===== config.mk =====
export PLATFORM = sky130hd
export DESIGN_NAME = wordburst_tx
export DESIGN_NICKNAME = d
export VERILOG_FILES = /design/src/rtl/wbt_pkg.sv /design/src/rtl/wbt_ctrl.sv /design/src/rtl/wbt_dpath.sv /design/src/rtl/wbt_wcnt.sv /design/src/rtl/wordburst_tx.sv
export SDC_FILE = /design/constraint.sdc
export NUM_CORES = 1
export LEC_CHECK = 0
export BUFFER_PORTS_ARGS = -buffer_cell sky130_fd_sc_hd__buf_2
export CAP_MARGIN = 20
export CELL_PAD_IN_SITES_DETAIL_PLACEMENT = 0
export CELL_PAD_IN_SITES_GLOBAL_PLACEMENT = 1
export CORE_ASPECT_RATIO = 1.5
export CORE_UTILIZATION = 33
export DETAILED_ROUTE_END_ITERATION = 10
export MAX_ROUTING_LAYER = met4
export PLACE_DENSITY_LB_ADDON = 0.05
export SLEW_MARGIN = 20
export SYNTH_ARGS = -nofsm -noshare
export SYNTH_HDL_FRONTEND = slang
export SYNTH_SLANG_ARGS = --single-unit

===== constraint.sdc =====
create_clock -name clk -period 2.36 [get_ports clk]
set_input_delay 0.236 -clock clk [delete_from_list [all_inputs] [get_ports clk]]
set_output_delay 0.236 -clock clk [all_outputs]
set_load 0.005 [all_outputs]

===== src/rtl/wbt_pkg.sv =====
package wbt_pkg;

    typedef enum logic [1:0] {
        WBT_IDLE = 2'd0,
        WBT_LOAD = 2'd1,
        WBT_FIRE = 2'd2
    } wbt_state_e;

    typedef struct packed {
        logic launch;   // burst opens this cycle
        logic load;     // head word latched onto the bus
        logic fire;     // strobe transition and pop
        logic abort;    // stop seen during an open burst
    } wbt_ctl_t;

    localparam logic STROBE_IDLE = 1'b1;

    function automatic logic strobe_next(logic cur, wbt_ctl_t c);
        if (c.abort) return STROBE_IDLE;
        if (c.fire)  return ~cur;
        return cur;
    endfunction

endpackage


===== src/rtl/wbt_ctrl.sv =====
module wbt_ctrl
    import wbt_pkg::*;
(
    input  logic     clk,
    input  logic     rst,
    input  logic     start_i,
    input  logic     ack_i,
    input  logic     rdy_n_i,
    input  logic     stop_i,
    input  logic     vld_i,
    output wbt_ctl_t ctl_o,
    output logic     busy_o,
    output logic     pop_o
);

    wbt_state_e state_q, state_d;
    logic       arm_q;

    always_comb begin
        ctl_o.launch = (state_q == WBT_IDLE) && start_i && ack_i && !stop_i;
        ctl_o.load   = (state_q == WBT_LOAD) && vld_i && !rdy_n_i && !stop_i;
        ctl_o.fire   = (state_q == WBT_FIRE) && !stop_i;
        ctl_o.abort  = (state_q != WBT_IDLE) && stop_i;
    end

    always_comb begin
        state_d = state_q;
        unique case (state_q)
            WBT_IDLE: if (ctl_o.launch) state_d = WBT_LOAD;
            WBT_LOAD: begin
                if (ctl_o.abort)     state_d = WBT_IDLE;
                else if (ctl_o.load) state_d = WBT_FIRE;
            end
            WBT_FIRE: state_d = ctl_o.abort ? WBT_IDLE : WBT_LOAD;
            default:  state_d = WBT_IDLE;
        endcase
    end

    always_ff @(posedge clk) begin
        if (rst) begin
            state_q <= WBT_IDLE;
            arm_q   <= 1'b0;
        end else begin
            state_q <= state_d;
            arm_q   <= 1'b1;
        end
    end

    assign busy_o = (state_q != WBT_IDLE);
    assign pop_o  = ctl_o.fire;

    // a transition only follows a cycle in which the host was ready
    p_fire_after_ready_r5: assert property (@(posedge clk) disable iff (rst || !arm_q)
        ctl_o.fire |-> $past(!rdy_n_i));

    // a burst opens only on start with acknowledge and no stop
    p_launch_gated_r9: assert property (@(posedge clk) disable iff (rst || !arm_q)
        $rose(busy_o) |-> $past(start_i && ack_i && !stop_i));

    // a pop never meets an empty FIFO
    p_pop_needs_valid_r3: assert property (@(posedge clk) disable iff (rst || !arm_q)
        pop_o |-> vld_i);

endmodule


===== src/rtl/wbt_dpath.sv =====
module wbt_dpath
    import wbt_pkg::*;
#(
    parameter int DATA_W = 16
) (
    input  logic              clk,
    input  logic              rst,
    input  wbt_ctl_t          ctl_i,
    input  logic [DATA_W-1:0] dat_i,
    output logic [DATA_W-1:0] bus_o,
    output logic              oe_o,
    output logic              strb_o,
    output logic              done_o
);

    logic arm_q;

    always_ff @(posedge clk) begin
        if (rst) begin
            bus_o  <= '0;
            oe_o   <= 1'b0;
            strb_o <= STROBE_IDLE;
            done_o <= 1'b0;
            arm_q  <= 1'b0;
        end else begin
            arm_q  <= 1'b1;
            if (ctl_i.load) bus_o <= dat_i;
            if (ctl_i.launch)     oe_o <= 1'b1;
            else if (ctl_i.abort) oe_o <= 1'b0;
            strb_o <= strobe_next(strb_o, ctl_i);
            done_o <= ctl_i.abort;
        end
    end

    // any strobe change that is not the end-of-burst return comes from a fire
    p_edge_from_fire_r3: assert property (@(posedge clk) disable iff (rst || !arm_q)
        ((strb_o != $past(strb_o)) && !done_o) |-> $past(ctl_i.fire));

    // the bus does not change across a strobe transition
    p_bus_held_r4: assert property (@(posedge clk) disable iff (rst || !arm_q)
        $past(ctl_i.fire) |-> (bus_o == $past(bus_o)));

    // the burst end leaves the strobe idle and the bus released
    p_stop_idle_r7: assert property (@(posedge clk) disable iff (rst || !arm_q)
        $past(ctl_i.abort) |-> (strb_o && !oe_o && done_o));

    // the completion pulse lasts a single cycle
    p_done_single_r7: assert property (@(posedge clk) disable iff (rst || !arm_q)
        done_o |=> !done_o);

endmodule


===== src/rtl/wbt_wcnt.sv =====
module wbt_wcnt
    import wbt_pkg::*;
#(
    parameter int CNT_W = 16
) (
    input  logic             clk,
    input  logic             rst,
    input  wbt_ctl_t         ctl_i,
    output logic [CNT_W-1:0] cnt_o
);

    localparam logic [CNT_W-1:0] ONE = CNT_W'(1);

    logic arm_q;

    always_ff @(posedge clk) begin
        if (rst) begin
            cnt_o <= '0;
            arm_q <= 1'b0;
        end else begin
            arm_q <= 1'b1;
            if (ctl_i.launch)    cnt_o <= '0;
            else if (ctl_i.fire) cnt_o <= cnt_o + ONE;
        end
    end

    // outside a launch the count moves by exactly the number of transitions
    p_count_step_r8: assert property (@(posedge clk) disable iff (rst || !arm_q)
        !$past(ctl_i.launch) |->
            (cnt_o == $past(cnt_o) + {{(CNT_W-1){1'b0}}, $past(ctl_i.fire)}));

endmodule


===== src/rtl/wordburst_tx.sv =====
module wordburst_tx
    import wbt_pkg::*;
#(
    parameter int DATA_W = 16,
    parameter int CNT_W  = 16
) (
    input  logic              clk,
    input  logic              rst,
    input  logic              start_i,
    input  logic              host_ack_i,
    input  logic              host_rdy_n_i,
    input  logic              host_stop_i,
    input  logic              fifo_vld_i,
    input  logic [DATA_W-1:0] fifo_dat_i,
    output logic              fifo_pop_o,
    output logic [DATA_W-1:0] bus_dat_o,
    output logic              bus_oe_o,
    output logic              strobe_o,
    output logic              busy_o,
    output logic              done_o,
    output logic [CNT_W-1:0]  word_cnt_o
);

    wbt_ctl_t ctl;

    wbt_ctrl u_ctrl (
        .clk     (clk),
        .rst     (rst),
        .start_i (start_i),
        .ack_i   (host_ack_i),
        .rdy_n_i (host_rdy_n_i),
        .stop_i  (host_stop_i),
        .vld_i   (fifo_vld_i),
        .ctl_o   (ctl),
        .busy_o  (busy_o),
        .pop_o   (fifo_pop_o)
    );

    wbt_dpath #(.DATA_W(DATA_W)) u_dpath (
        .clk    (clk),
        .rst    (rst),
        .ctl_i  (ctl),
        .dat_i  (fifo_dat_i),
        .bus_o  (bus_dat_o),
        .oe_o   (bus_oe_o),
        .strb_o (strobe_o),
        .done_o (done_o)
    );

    wbt_wcnt #(.CNT_W(CNT_W)) u_wcnt (
        .clk   (clk),
        .rst   (rst),
        .ctl_i (ctl),
        .cnt_o (word_cnt_o)
    );

endmodule


==> results by group <==
Global routing
  • Wire length of the first global-routing pass: approximately 5500 um
  • Gr usage total: between 10% and 20%
  • Vias in the first global route: 1246
  • Pin count of the biggest net entering global routing: 23
  • Total gr overflow: 0
  • Antenna violations before repair: 0

Timing
  • Worst slew margin relative to its limit: between 50% and 60%
  • Count of endpoints failing setup in the final report: 0
  • Total count of max-transition violations in the final report: 0
  • Unrepaired setup endpoints after global routing: no
  • Hold Worst Slack: 186.1 ps
  • Sum of negative setup slack: 0 ps
  • Highest achievable clock rate: about 520 MHz
  • Min Tclk post-route: between 1500 and 2000 ps
  • Clock skew after layout: 4.212 ps
  • Final clock period utilization by the worst path: approximately four fifths
  • Slew @ Worst Pin: 662.6 ps
  • Post-route worst setup slack: about 450 ps
  • Hold Vio Cnt, Final: 0

Clock network
  • Cells resized by post-CTS repair: 0
  • Number of buffers added to fix hold violations after cts: 0
  • Clock transition at the registers of the reported paths: 70 ps
  • CTS tree: yes
  • Clock root buffer: clkbuf_8
  • Sinks on the clock net: 37
  • Postcts setup bufs: 0
  • Total CTS buffers: 5
  • Clock insertion delay at the later pin of the skew report: between 200 and 300 ps
  • Maximum clock insertion buffer count: 2
  • Maximum level of the CTS H-tree: 2

Detailed routing
  • DRC viols: 6
  • Number of nets with antenna violations after detailed routing: 0
  • Average routed wire per standard cell: 11.65 um
  • Via count: approximately 1.4k
  • Routed vias/inst: a little under 5
  • Sum of routed wire length over all layers: 3354 um
  • First-pass iteration count of the detailed router: 9
  • DRT iter0 DRCs: 99

Critical path
  • Worst reg2reg path endpoint: u_wcnt.cnt_o[11]$_SDFFE_PP0P_
  • Reg-to-reg critical path startpoint: u_ctrl.state_q[1]$_SDFFE_PP0P_
  • Required time of the critical path: between 2000 and 3000 ps
  • Type of the setup path with the least slack: reg2reg
  • Slack of the worst reg-to-reg path: about 450 ps
  • Peak fanout along the critical path: 8
  • Cell-by-cell listing of the critical path: or3b_1, or3_4, or3_1, a21oi_1
  • Slowest stage cell on the critical path: or3b_1
  • Worst stage delay on the critical path: 480 ps
  • Worst-case reg-to-reg path depth: 4
  • Endpoint kind of the worst setup timing path: flip-flop
  • Launching element type of the critical path: flip-flop
  • Data arrival time of the worst path: ~2100 ps

Logic synthesis
  • Post-synth design cell area: between 1500 and 2000 um2
  • Total nets after synthesis: approximately 210
  • Number of instances in the synthesized netlist: 184
  • Area leader, netlist: dfxtp_1
  • Yosys reg bits: 37
  • Cell variety after synth: 31
  • Area share of the largest cell type after synthesis: just under 50%
  • Part of the Yosys area used for sequential elements: between 40% and 50%
  • Post-Syn Area per Cell: 8.167 um2
  • Number of warnings printed during yosys synthesis: 0
  • Area contributors post-synth: dfxtp_1 (49%), nand2_1 (10%), a21oi_1 (7.3%)

Worst hold path
  • Hold EP: u_dpath.bus_o[15]$_SDFFE_PP0P_
  • Launch instance of the worst min-delay path: fifo_dat_i[15]
  • Hold-critical path depth: 3
  • Kind of path behind the tightest hold check: in2reg

Cells and area
  • Count of filler cells inserted in the layout: between 400 and 500
  • Share of post-route cells with drive strength above 1: 28.51%
  • Area of the multi-input gates: 706.9 um2
  • Synth-to-layout area growth: 26.81%
  • FF/Latch Area: about 740 um2
  • Final Net Count: ~270
  • Post-layout instance count excluding filler cells: 288
  • Number of diodes added for antenna fixing: 0

Floorplan
  • IO Count: 60
  • Core region area: 4282 um2
  • Die outline area: about 4800 um2
  • DIE WIDTH: ~57 um
  • Site Rows: 29
  • Effective utilization at floorplan: a little over a third
  • Y dimension of the die: approximately 85 um

Status
  • Failing checks: design-rule violations
  • Run status: finished with violations

Placed design
  • Total of buffers placed on input and output ports: 59
  • RePlAce Congestion: between 0.7 and 0.8
  • Setup WS pre-CTS: 465.9 ps
  • Dpl hpwl: 2503 um
  • DP Cell Count: 280

Pwr
  • Leakage: around 0.00081 uW
  • Worst IR Drop VDD: around 0.00041 V
  • Cell Pwr Density: between 500 and 600 nW/um2

Run
  • MaxCap Viol Count: 0
-- how the worst max path moves through the flow --
stage / startpoint / depth (start not counted) / slack, ps / to
2_1_floorplan: u_ctrl.state_q[0]$_SDFFE_PP0P_ / 6 / 530 / u_wcnt.cnt_o[11]$_SDFFE_PP0P_
3_3_place_gp: u_ctrl.state_q[1]$_SDFFE_PP0P_ / 4 / 500 / u_wcnt.cnt_o[11]$_SDFFE_PP0P_
3_5_place_dp: u_ctrl.state_q[1]$_SDFFE_PP0P_ / 4 / 470 / u_wcnt.cnt_o[11]$_SDFFE_PP0P_
4_1_cts: u_ctrl.state_q[1]$_SDFFE_PP0P_ / 4 / 440 / u_wcnt.cnt_o[11]$_SDFFE_PP0P_
5_1_grt: u_ctrl.state_q[1]$_SDFFE_PP0P_ / 4 / 330 / u_wcnt.cnt_o[11]$_SDFFE_PP0P_
6_report: u_ctrl.state_q[1]$_SDFFE_PP0P_ / 4 / 450 / u_wcnt.cnt_o[11]$_SDFFE_PP0P_
-- power breakdown --
part / switching [uW] / total (uW) / internal, uW
clock: 207 / 411 / 204
sequential: 3.07 / 631 / 628
combinational: 28.1 / 51.5 / 23.4
total: 238 / 1090 / 856
-- metal layers --
layer	up-vias	GRT usage, %	routed length (um)
met2	43	25.99	1733
met4	0	4.656	42
met3	4	4.160	182
met5	-	-	0
li1	727	-	-
met1	619	16.44	1395
-- cells in the final DEF (no fill, tap or decap) --
| master | Yosys | final |
|---|---|---|
| o21bai_1 | 1 | 1 |
| a21o_1 | 1 | 1 |
| nor3_1 | 4 | 4 |
| or3_1 | 3 | 3 |
| nand3_1 | 3 | 3 |
| xnor2_1 | 8 | 8 |
| and3b_1 | 1 | 1 |
| nand2_1 | 40 | 40 |
| or2_2 | 1 | 1 |
| xor2_1 | 3 | 3 |
| nand3b_1 | 1 | 1 |
| nand4bb_1 | 1 | 1 |
| and4_1 | 1 | 1 |
| inv_1 | 4 | 4 |
| nand4_1 | 6 | 6 |
| dfxtp_1 | 37 | 37 |
| nor2_1 | 19 | 19 |
| nor4_1 | 5 | 5 |
| nor2b_1 | 1 | 1 |
| o21ai_0 | 4 | 4 |
| or3_4 | 1 | 1 |
| clkbuf_8 | 0 | 5 |
| a22oi_1 | 1 | 1 |
| buf_4 | 0 | 1 |
| clkbuf_1 | 8 | 1 |
| clkinv_2 | 0 | 2 |
| a21oi_1 | 22 | 22 |
| mux2i_1 | 2 | 2 |
| and3_1 | 1 | 1 |
| ha_1 | 1 | 1 |
| buf_2 | 1 | 59 |
| nand2b_1 | 1 | 1 |
| or3b_1 | 1 | 1 |
-- critical path: cells and delay by family, from the launching register on --
family / cells / cell delay (ps)
simple gates: 3 / 1270
compound gates: 1 / 130
flops: 1 / 440
-- layout make-up --
class                   count  area share (%)
clock inverters             2          0.5253
clock buffers               6           3.808
inverters                   4          0.7879
well taps                  46           3.020
multi-input cells         133           37.10
flip-flops and latches     37           38.87
repair buffers             60           15.89
-- through the flow --
step	power [uW]	utilization, %	area, um2
floorplan	671.5	-	1503
global placement	696.6	42.58	1823
detailed placement	697.7	42.58	1823
CTS	1121	44.51	1906
global route	1144	44.51	1906
finish	1094	44.51	1906
-- sequential cells by signal, indices dropped and copies added (netlist names) --
signal,count
u_dpath.bus_o,16
u_wcnt.cnt_o,16
u_ctrl.state_q,2
u_dpath.done_o,1
u_dpath.oe_o,1
u_dpath.strb_o,1
-- Yosys cell counts (all sizes together) --
cell type and n:
buf 1, nand2 40, nand3b 1, xor2 3
o21ai 4, or2 1, and3 1, or3b 1
a21oi 22, nand3 3, ha 1, nand4 6
and4 1, xnor2 8, nor4 5, clkbuf 9
mux2i 2, nor3 4, nor2b 1, a21o 1
a22oi 1, o21bai 1, or3 4, dfxtp 37
nor2 19, inv 4, and3b 1, nand2b 1
nand4bb 1
-- logic make-up (layout without fill, tap and decap cells) --
family / count (synthesis) / after routing / synth area share, %
simple gates: 90 / 90 / 28.31
flops: 37 / 37 / 49.29
compound gates: 29 / 29 / 10.16
buf+inv: 14 / 72 / 3.663
xor+xnor: 11 / 11 / 6.412
mux: 2 / 2 / 1.332
fa+ha+maj: 1 / 1 / 0.8325
No activity file was read; power rests on OpenSTA's default activity.
